$ cat config.mk
export PLATFORM = sky130hd
export DESIGN_NAME = can_txmb_sched
export DESIGN_NICKNAME = d
export VERILOG_FILES = /design/src/rtl/can_txmb_sched.sv
export SDC_FILE = /design/constraint.sdc
export NUM_CORES = 1
export LEC_CHECK = 0
export ABC_AREA = 1
export BUFFER_PORTS_ARGS = -buffer_cell sky130_fd_sc_hd__buf_2
export CORE_ASPECT_RATIO = 0.8
export CORE_UTILIZATION = 60
export CTS_CLUSTER_DIAMETER = 80
export DETAILED_ROUTE_END_ITERATION = 6
export PLACE_DENSITY = 0.82
export SYNTH_ARGS = -nofsm -noshare
export SYNTH_HDL_FRONTEND = slang
export SYNTH_SLANG_ARGS = --single-unit
$ cat constraint.sdc
create_clock -name clk -period 3.8 [get_ports clk]
set_input_delay 0.57 -clock clk [delete_from_list [all_inputs] [get_ports clk]]
set_output_delay 0.57 -clock clk [all_outputs]
set_load 0.005 [all_outputs]
$ cat src/rtl/can_txmb_sched.sv
module can_txmb_sched #(
  parameter int NUM_MB   = 4,
  parameter int FIRST_MB = 12,
  parameter int IDX_W    = 4,
  parameter int IRQ_W    = 16,
  parameter int PRIO_W   = 4,
  parameter int ID_W     = 29,
  parameter int DLC_W    = 4
)(
  input  logic               clk,
  input  logic               rst_n,
  input  logic               wr_en,
  input  logic [IDX_W-1:0]   wr_mb,
  input  logic [2:0]         wr_reg,
  input  logic [31:0]        wr_data,
  input  logic               eng_done,
  input  logic               eng_lost,
  input  logic               eng_abort,
  output logic               tx_start,
  output logic [IDX_W-1:0]   tx_mb,
  output logic [ID_W-1:0]    tx_id,
  output logic               tx_ide,
  output logic               tx_rtr,
  output logic [DLC_W-1:0]   tx_dlc,
  output logic [63:0]        tx_data,
  output logic [NUM_MB-1:0]  mb_ready,
  output logic [NUM_MB-1:0]  mb_abort,
  output logic [IRQ_W-1:0]   irq
);
  localparam int SEL_W = (NUM_MB > 1) ? $clog2(NUM_MB) : 1;
  localparam logic [IDX_W-1:0] FIRST_IDX = IDX_W'(FIRST_MB);
  localparam logic [IDX_W-1:0] LAST_IDX  = IDX_W'(FIRST_MB + NUM_MB - 1);

  localparam logic [2:0] R_MODE = 3'd0, R_ID = 3'd1, R_DLO = 3'd2, R_DHI = 3'd3, R_CMD = 3'd4;
  localparam logic [2:0] MODE_OFF = 3'd0, MODE_TX = 3'd3;
  localparam int B_MODE = 24, B_PRIO = 16, B_REQ = 23, B_WDR = 22, B_RTR = 20, B_DLC = 16, B_IDE = 29;

  logic [2:0]        mode_q [NUM_MB];
  logic [PRIO_W-1:0] prio_q [NUM_MB];
  logic [ID_W-1:0]   id_q   [NUM_MB];
  logic [63:0]       data_q [NUM_MB];
  logic [DLC_W-1:0]  dlc_q  [NUM_MB];
  logic [NUM_MB-1:0] ide_q, rtr_q, pend_q, ready_q, abort_q, evt_q;

  logic              busy_q, start_q;
  logic [SEL_W-1:0]  act_q;

  logic              wr_in;
  logic [SEL_W-1:0]  wr_sel;
  logic              eng_any;
  logic [NUM_MB-1:0] hit, act_oh, req_ok, wdr_ok, fin, elig;

  assign wr_in   = wr_en && (wr_mb >= FIRST_IDX) && (wr_mb <= LAST_IDX);
  assign wr_sel  = SEL_W'(wr_mb - FIRST_IDX);
  assign eng_any = eng_done || eng_lost || eng_abort;

  always_comb begin
    for (int i = 0; i < NUM_MB; i++) begin
      hit[i]    = wr_in && (wr_sel == SEL_W'(i));
      act_oh[i] = busy_q && (act_q == SEL_W'(i));
      req_ok[i] = hit[i] && (wr_reg == R_CMD) && wr_data[B_REQ] &&
                  ready_q[i] && (mode_q[i] == MODE_TX);
      wdr_ok[i] = hit[i] && (wr_reg == R_CMD) && !wr_data[B_REQ] && wr_data[B_WDR] &&
                  pend_q[i] && !act_oh[i];
      fin[i]    = act_oh[i] && (eng_done || eng_abort);
      elig[i]   = pend_q[i] && (mode_q[i] == MODE_TX) && !wdr_ok[i];
    end
  end

  logic              found;
  logic [SEL_W-1:0]  best;
  logic [PRIO_W-1:0] best_prio;

  always_comb begin
    found     = 1'b0;
    best      = '0;
    best_prio = '1;
    for (int i = 0; i < NUM_MB; i++) begin
      if (elig[i] && (!found || prio_q[i] < best_prio)) begin
        found     = 1'b1;
        best      = SEL_W'(i);
        best_prio = prio_q[i];
      end
    end
  end

  wire arb_go = !busy_q && found;

  always_ff @(posedge clk) begin
    if (!rst_n) begin
      for (int i = 0; i < NUM_MB; i++) begin
        mode_q[i] <= MODE_OFF;
        prio_q[i] <= '0;
        id_q[i]   <= '0;
        data_q[i] <= '0;
        dlc_q[i]  <= '0;
      end
      ide_q   <= '0;
      rtr_q   <= '0;
      pend_q  <= '0;
      ready_q <= '1;
      abort_q <= '0;
      evt_q   <= '0;
    end else begin
      for (int i = 0; i < NUM_MB; i++) begin
        if (hit[i] && wr_reg == R_MODE) begin
          mode_q[i] <= wr_data[B_MODE +: 3];
          prio_q[i] <= wr_data[B_PRIO +: PRIO_W];
        end
        if (hit[i] && wr_reg == R_ID && ready_q[i] && mode_q[i] == MODE_OFF) begin
          id_q[i]  <= wr_data[ID_W-1:0];
          ide_q[i] <= wr_data[B_IDE];
        end
        if (hit[i] && wr_reg == R_DLO && ready_q[i]) data_q[i][31:0]  <= wr_data;
        if (hit[i] && wr_reg == R_DHI && ready_q[i]) data_q[i][63:32] <= wr_data;

        if (req_ok[i]) begin
          pend_q[i]  <= 1'b1;
          ready_q[i] <= 1'b0;
          abort_q[i] <= 1'b0;
          evt_q[i]   <= 1'b0;
          dlc_q[i]   <= wr_data[B_DLC +: DLC_W];
          rtr_q[i]   <= wr_data[B_RTR];
        end else if (wdr_ok[i]) begin
          pend_q[i]  <= 1'b0;
          ready_q[i] <= 1'b1;
          abort_q[i] <= 1'b1;
          evt_q[i]   <= 1'b1;
        end else if (fin[i]) begin
          pend_q[i]  <= 1'b0;
          ready_q[i] <= 1'b1;
          abort_q[i] <= !eng_done;
          evt_q[i]   <= 1'b1;
        end
      end
    end
  end

  always_ff @(posedge clk) begin
    if (!rst_n) begin
      busy_q  <= 1'b0;
      start_q <= 1'b0;
      act_q   <= '0;
    end else begin
      start_q <= arb_go;
      if (arb_go) begin
        busy_q <= 1'b1;
        act_q  <= best;
      end else if (busy_q && eng_any) begin
        busy_q <= 1'b0;
      end
    end
  end

  assign tx_start = start_q;
  assign tx_mb    = FIRST_IDX + IDX_W'(act_q);
  assign tx_id    = id_q[act_q];
  assign tx_ide   = ide_q[act_q];
  assign tx_rtr   = rtr_q[act_q];
  assign tx_dlc   = dlc_q[act_q];
  assign tx_data  = data_q[act_q];
  assign mb_ready = ready_q;
  assign mb_abort = abort_q;
  assign irq      = IRQ_W'(evt_q) << FIRST_MB;
endmodule

Yosys cells after proc, flatten, opt, wreduce, memory -nomap -nowiden
Memories as Yosys holds them, arrays and structs flattened. A register that Yosys moved wholly into a read port is not among the register bits.
Cells that the tools add are included.
{"block": "totals", "elab_cells": 349, "memories": 5, "output_inout_bits": 128, "input_bits": 45, "ram_bits": 416, "register_bits": 28}
{"name": "data_q", "depth": 4, "word_bits": 64, "rd": 1, "rd_clocked_by_memory_dff": 1, "write_ports": 4, "line": "41", "text": "logic [63:0] data_q [NUM_MB];"}
{"name": "id_q", "depth": 4, "word_bits": 29, "rd": 1, "rd_clocked_by_memory_dff": 1, "write_ports": 4, "line": "40", "text": "logic [ID_W-1:0] id_q [NUM_MB];"}
{"name": "dlc_q", "depth": 4, "word_bits": 4, "rd": 1, "rd_clocked_by_memory_dff": 1, "write_ports": 4, "line": "42", "text": "logic [DLC_W-1:0] dlc_q [NUM_MB];"}
{"name": "prio_q", "depth": 4, "word_bits": 4, "rd": 4, "rd_clocked_by_memory_dff": 0, "write_ports": 4, "line": "39", "text": "logic [PRIO_W-1:0] prio_q [NUM_MB];"}
{"name": "mode_q", "depth": 4, "word_bits": 3, "rd": 4, "rd_clocked_by_memory_dff": 0, "write_ports": 4, "line": "38", "text": "logic [2:0] mode_q [NUM_MB];"}
{"block": "op_classes", "n_bitwise": 25, "eq_ne": 14, "reduce_logical": 131, "n_mux": 139, "n_addsub": 2, "n_lt_le_gt_ge": 6}
{"operator": "two-way mux 32 bit", "count": 8}
{"operator": "two-way mux 29 bit", "count": 4}
{"operator": "two-way mux 1 bit", "count": 102}
{"operator": "logical AND 1 bit", "count": 91}
{"operator": "two-way mux 4 bit", "count": 11}
{"operator": "bitwise OR 1 bit", "count": 24}
{"operator": "== test 3 x 2 -> 1 bit, second input constant", "count": 6}
{"operator": "two-way mux 2 bit", "count": 8}
{"operator": "logical NOT 3 bit", "count": 5}
{"operator": "logical NOT 1 bit", "count": 14}
{"operator": "less-than comparator 4 bit", "count": 3}
{"operator": "two-way mux 3 bit", "count": 4}
{"operator": "nonzero test 3 bit", "count": 4}
{"operator": "nonzero test 2 bit", "count": 5}
{"operator": "== test 2 bit, second input constant", "count": 4}
{"operator": "OR reduction 2 bit", "count": 4}
{"operator": "logical OR 1 bit", "count": 6}
{"operator": "adder 3 x 3 -> 4 bit, first input constant", "count": 1}
{"operator": "binary-select mux 1 bit (select 2 bit)", "count": 2}
{"operator": "== test 2 x 1 -> 1 bit, second input constant", "count": 2}
{"operator": ">= comparator 4 bit, second input constant", "count": 1}
{"operator": "less-or-equal comparator 4 bit, second input constant", "count": 1}
{"operator": "logical NOT 2 bit", "count": 2}
{"operator": "== test 3 x 1 -> 1 bit, second input constant", "count": 1}
{"operator": "other kinds (4)", "count": 4}

Logic depth before layout (Yosys ltp)
{"block": "depth", "ltp_word": 27, "depth_mapped": 33, "ltp_nobuf": 33}

Least setup slack after synthesis
Ideal clock, no wire load.
{"block": "synth_path", "path_kind": "input to register", "startpoint": "in wr_mb[3]", "endpoint": "reg with a tool-made name", "setup_slack_ps": 273, "t_required_ps": 3730, "n_path_buf": 0, "setup_time_ps": 70, "path_stages": 28, "arrival_time_ps": 3457, "path_cell_list": "nand2_1 -> nor2_2 -> nand2_1 -> nor2_4 -> nand2_4 -> nand2_1 -> nor2_1 -> ha_1 -> nand2_1 -> nor2_1 -> nand2_1 -> nand2_1 -> nand2_2 -> nand2_4 -> o21ai_0 -> ha_1 -> a21oi_1 -> nand2_1 -> nand2_2 -> nand2_4 -> nand2_1 -> o21ai_0 -> ha_1 -> a21oi_1 -> nand2_1 -> nand2_1 -> nand2_1 -> a21oi_2"}
{"element": "from (decl)", "line": "13", "text": "input logic [IDX_W-1:0] wr_mb,"}

==> results.sh <==
export IMPL_status="completed"
export IMPL_pwr_share_clk_pct=40.2
export IMPL_final_hold_vios=0
export IMPL_netSwitchingPower_uw=2150
export IMPL_avgRoutedWirePerCell_um=21.4
export IMPL_global_route_usage_total_pct=31.4
export IMPL_detailedPlacementHpwl_mm=31.1
export IMPL_path_max_fanout=7
export IMPL_p_seq_share_pct=55.7
export IMPL_met2WireLength_mm=23.9
export IMPL_timing_critical_path_mode_cell="sky130_fd_sc_hd__nand2_1"
export IMPL_post_route_skew_ns=0.0192
export IMPL_floorplan_core_area_mm2=0.0315
export IMPL_syn2layout_area_growth_pct=13.3
export IMPL_floorplan_die_height_um=162
export IMPL_syn_area_mm2=0.0193
export IMPL_synth_sequential_area_ratio_pct=67.9
export IMPL_grt_first_pass_wirelength_mm=78.5
export IMPL_fraction_of_final_layout_cells_with_drive_strength_greater_than_1_pct=16.0
export IMPL_port_buffers=158
export IMPL_placed_cell_area_mm2=0.0205
export IMPL_worst_ep_required_time_ns=4.27
export IMPL_route_met3_wl_mm=6.36
export IMPL_ant_nets=0
export IMPL_first_global_vias=14000
export IMPL_place_congestion=0.961
export IMPL_tritoncts="done"
export IMPL_crit_slowest_cell="sky130_fd_sc_hd__edfxtp_1"
export IMPL_max_freq_mhz=285
export IMPL_synth_ff_latch_count=446
export IMPL_static_leakage_power_uw=0.00905
export IMPL_setup_repair_after_global_routing_missed_its_margin="no"
export IMPL_top_signal_layer_used="met4"
export IMPL_power_per_cell_area_mw_per_mm2=456
export IMPL_yosysWarnings=0
export IMPL_clk_insertion_delay_late_ns=0.56
export IMPL_critical_path_startpoint_type="flip-flop"
export IMPL_antenna_found_initial=2
export IMPL_layout_worst_path_cycle_share_pct=92.5
export IMPL_slew_headroom_pct=25.7
export IMPL_placementRows=58
export IMPL_clock_tree_htree_level_count=2
export IMPL_remaining_drc_errors=0
export IMPL_drv_max_cap_violation_count=0
export IMPL_synth_avg_cell_area_um2=10.5
export IMPL_clock_sinks=446
export IMPL_comb_power_share_pct=4.1
export IMPL_globalRoute_totalOverflow=0
export IMPL_initial_utilization_pct=61.2
export IMPL_detailedPlace_worstSlack_ns=-0.195
export IMPL_critical_path_max_stage_delay_ns=0.39
export IMPL_met1_length_mm=20.2
export IMPL_timing_critical_path_to_type="flip-flop"
export IMPL_cp_top_family="simple AND/OR/NAND/NOR gates"
export IMPL_switching_share_pct=21.6
export IMPL_crit_buf_inv=0
export IMPL_io_pin_count=173
export IMPL_drt_vias_per_instance=6.01
export IMPL_tightest_slew_ns=1.11
export IMPL_cts_clk_slew_worst_paths_ns=0.06
export IMPL_cts_hold_repair_buffers=0
export IMPL_ir_worst_vdd_v=0.000386
export IMPL_internal_power_uw=7810
export IMPL_layout_min_cycle_time_ns=3.51
export IMPL_critPathArrivalTime_ns=3.99
export IMPL_holdCritPathClass="input port to flip-flop"
export IMPL_finalSetupViolations=0
export IMPL_power_after_layout_uw=9960
export IMPL_synth_lib_cells_used_distinct=35
export IMPL_number_of_antenna_cells_inserted=0
export IMPL_ctsRootBufferMaster="sky130_fd_sc_hd__clkbuf_16"
export IMPL_overall_die_width_um=202
export IMPL_critPathKind="flip-flop to flip-flop"
export IMPL_utilization_pct=69.3
export IMPL_timing_final_ws_setup_ns=0.286
export IMPL_detail_route_iter0_violations=1914
export IMPL_cts_root_to_sink_buffers=3
export IMPL_stdcell_area_mm2=0.0218
export IMPL_final_nets=2020
export IMPL_cts_buffers_inserted=43
export IMPL_timing_max_transition_violations_final=0
export IMPL_synthesized_instance_count=1842
export IMPL_vias_after_detailed_routing=14500
export IMPL_floorplan_die_area_mm2=0.0329
export IMPL_drt_pre_antenna_iters=6
export IMPL_maximum_number_of_pins_on_one_net_before_global_route_repair=195
export IMPL_drt_total_wl_mm=51.8
worst paths after layout:
check,start,end,slack [ns],depth (start not counted)
worst min register to register,evt_q[2]$_SDFFE_PP0P_,evt_q[2]$_SDFFE_PP0P_,0.49,2
worst min-delay path,eng_lost,busy_q$_SDFFE_PN0P_,0.29,4
worst max-delay path,mode_q[0][2]$_SDFFCE_PN0P_,flip-flop,0.29,26
worst max register to register,mode_q[0][2]$_SDFFCE_PN0P_,flip-flop,0.29,26
sequential cells by signal, summed over array words and instances, names as in the netlist, named ones only:
signal and cells:
data_q 256, dlc_q 16, mb_abort 4, busy_q 1, mb_ready 4, prio_q 16
pend_q 4, act_q 2, ide_q 4, id_q 116, tx_start 1, evt_q 4
mode_q 12, rtr_q 4
area by class of cell:
type	count	area [um^2]
flip-flops and latches	446	13100
multi-input cells	1155	5240
fillers	2282	9660
repair buffers	220	1310
clock inverters	20	123
inverters	102	388
well taps	420	526
clock buffers	52	1150
kinds of logic after synthesis:
| kind of cell | after synthesis | share of synthesized area (%) |
|---|---|---|
| AND/OR/NAND/NOR | 797 | 16.8 |
| flip-flops | 446 | 67.9 |
| AO/OA/AOI/OAI | 334 | 9.43 |
| buffers and inverters | 253 | 5.21 |
| adder cells (fa/ha/maj) | 7 | 0.454 |
| multiplexers | 3 | 0.156 |
| other | 2 | 0.0390 |
through the flow:
stage / hold slack [ns] / setup TNS (ns) / instances
after floorplan: 0.429 / 0 / 1854
after CTS: 0.274 / 0 / 2414
after global routing: 0.297 / 0 / 2415
after detailed placement: 0.466 / -0.655 / 2342
after global placement: 0.456 / -0.311 / 2342
final: 0.294 / 0 / 2415
synth_stat cells (all sizes together):
master / number / area share [%]
a21oi: 10 / 0.30
a22oi: 2 / 0.078
and3: 1 / 0.032
buf: 18 / 0.62
clkbuf: 133 / 2.6
clkinv: 1 / 0.019
conb: 2 / 0.039
dfxtp: 30 / 3.1
edfxtp: 416 / 65
ha: 7 / 0.45
inv: 101 / 2.0
mux2i: 3 / 0.16
nand2: 90 / 2.0
nand3: 32 / 1.0
nand3b: 1 / 0.039
nand4: 10 / 0.32
nor2: 642 / 13
nor3: 15 / 0.45
nor4: 5 / 0.24
o211ai: 1 / 0.039
o21ai: 219 / 5.7
o22ai: 99 / 3.2
o31ai: 3 / 0.12
or2: 1 / 0.032
repair_timing:
item                       4_1_cts  5_1_grt
setup endpoints to repair        0        4
gates resized for setup          0       11
buffers inserted                 0        1
cells in the final DEF (no fill, tap or decap), types with 5 or more instances in the layout:
master and n:
sky130_fd_sc_hd__dfxtp_1 27, sky130_fd_sc_hd__nand3_1 25, sky130_fd_sc_hd__buf_4 58, sky130_fd_sc_hd__ha_1 7, sky130_fd_sc_hd__nand2_2 6, sky130_fd_sc_hd__o22ai_1 99, sky130_fd_sc_hd__clkinv_2 9, sky130_fd_sc_hd__conb_1 14
sky130_fd_sc_hd__nor3_1 14, sky130_fd_sc_hd__a21oi_1 7, sky130_fd_sc_hd__clkinv_1 9, sky130_fd_sc_hd__nor2_1 634, sky130_fd_sc_hd__buf_2 158, sky130_fd_sc_hd__clkbuf_1 7, sky130_fd_sc_hd__edfxtp_1 416, sky130_fd_sc_hd__nand3_2 7
sky130_fd_sc_hd__nand4_1 10, sky130_fd_sc_hd__o21ai_0 214, sky130_fd_sc_hd__inv_1 94, sky130_fd_sc_hd__clkbuf_16 45, sky130_fd_sc_hd__inv_2 5, sky130_fd_sc_hd__nand2_1 80
layer usage:
metal | track usage, % | up-vias
li1 | - | 6514
met1 | 44.5 | 6955
met2 | 48.8 | 933
met3 | 6.56 | 104
met4 | 10.4 | 0
met5 | 0 | -
power by group through the flow:
stage | Combinational (uW) | Clock (uW) | Sequential [uW]
6_report | 413 | 4000 | 5550
2_1_floorplan | 217 | 0 | 5640
5_1_grt | 440 | 4190 | 5560
3_3_place_gp | 393 | 0 | 5640
3_5_place_dp | 404 | 0 | 5650
4_1_cts | 407 | 4010 | 5550
worst reg2reg max path: stages (launching register included):
cell                       delay (ns)
sky130_fd_sc_hd__edfxtp_1        0.39
sky130_fd_sc_hd__nand3b_1        0.24
sky130_fd_sc_hd__nor2_4          0.15
sky130_fd_sc_hd__nand2_1         0.09
sky130_fd_sc_hd__nor2_2          0.11
sky130_fd_sc_hd__ha_1            0.26
sky130_fd_sc_hd__nand2_1         0.08
sky130_fd_sc_hd__nor2_1          0.04
sky130_fd_sc_hd__nand2_1         0.05
sky130_fd_sc_hd__nand2_1         0.06
sky130_fd_sc_hd__nand2_2         0.08
sky130_fd_sc_hd__nand2_4         0.09
sky130_fd_sc_hd__nand2_1         0.09
sky130_fd_sc_hd__o21ai_2         0.07
sky130_fd_sc_hd__ha_1            0.29
sky130_fd_sc_hd__a21oi_1         0.13
sky130_fd_sc_hd__nand2_1         0.09
sky130_fd_sc_hd__nand2_2         0.09
sky130_fd_sc_hd__nand2_4         0.08
sky130_fd_sc_hd__nand2_1         0.09
sky130_fd_sc_hd__o21ai_1         0.06
sky130_fd_sc_hd__ha_1            0.29
sky130_fd_sc_hd__a21oi_1         0.16
sky130_fd_sc_hd__nand2_1         0.09
sky130_fd_sc_hd__nand2_1         0.08
sky130_fd_sc_hd__nand2_1         0.07
sky130_fd_sc_hd__a21oi_2         0.15
Power figures use the tool's default switching activity.
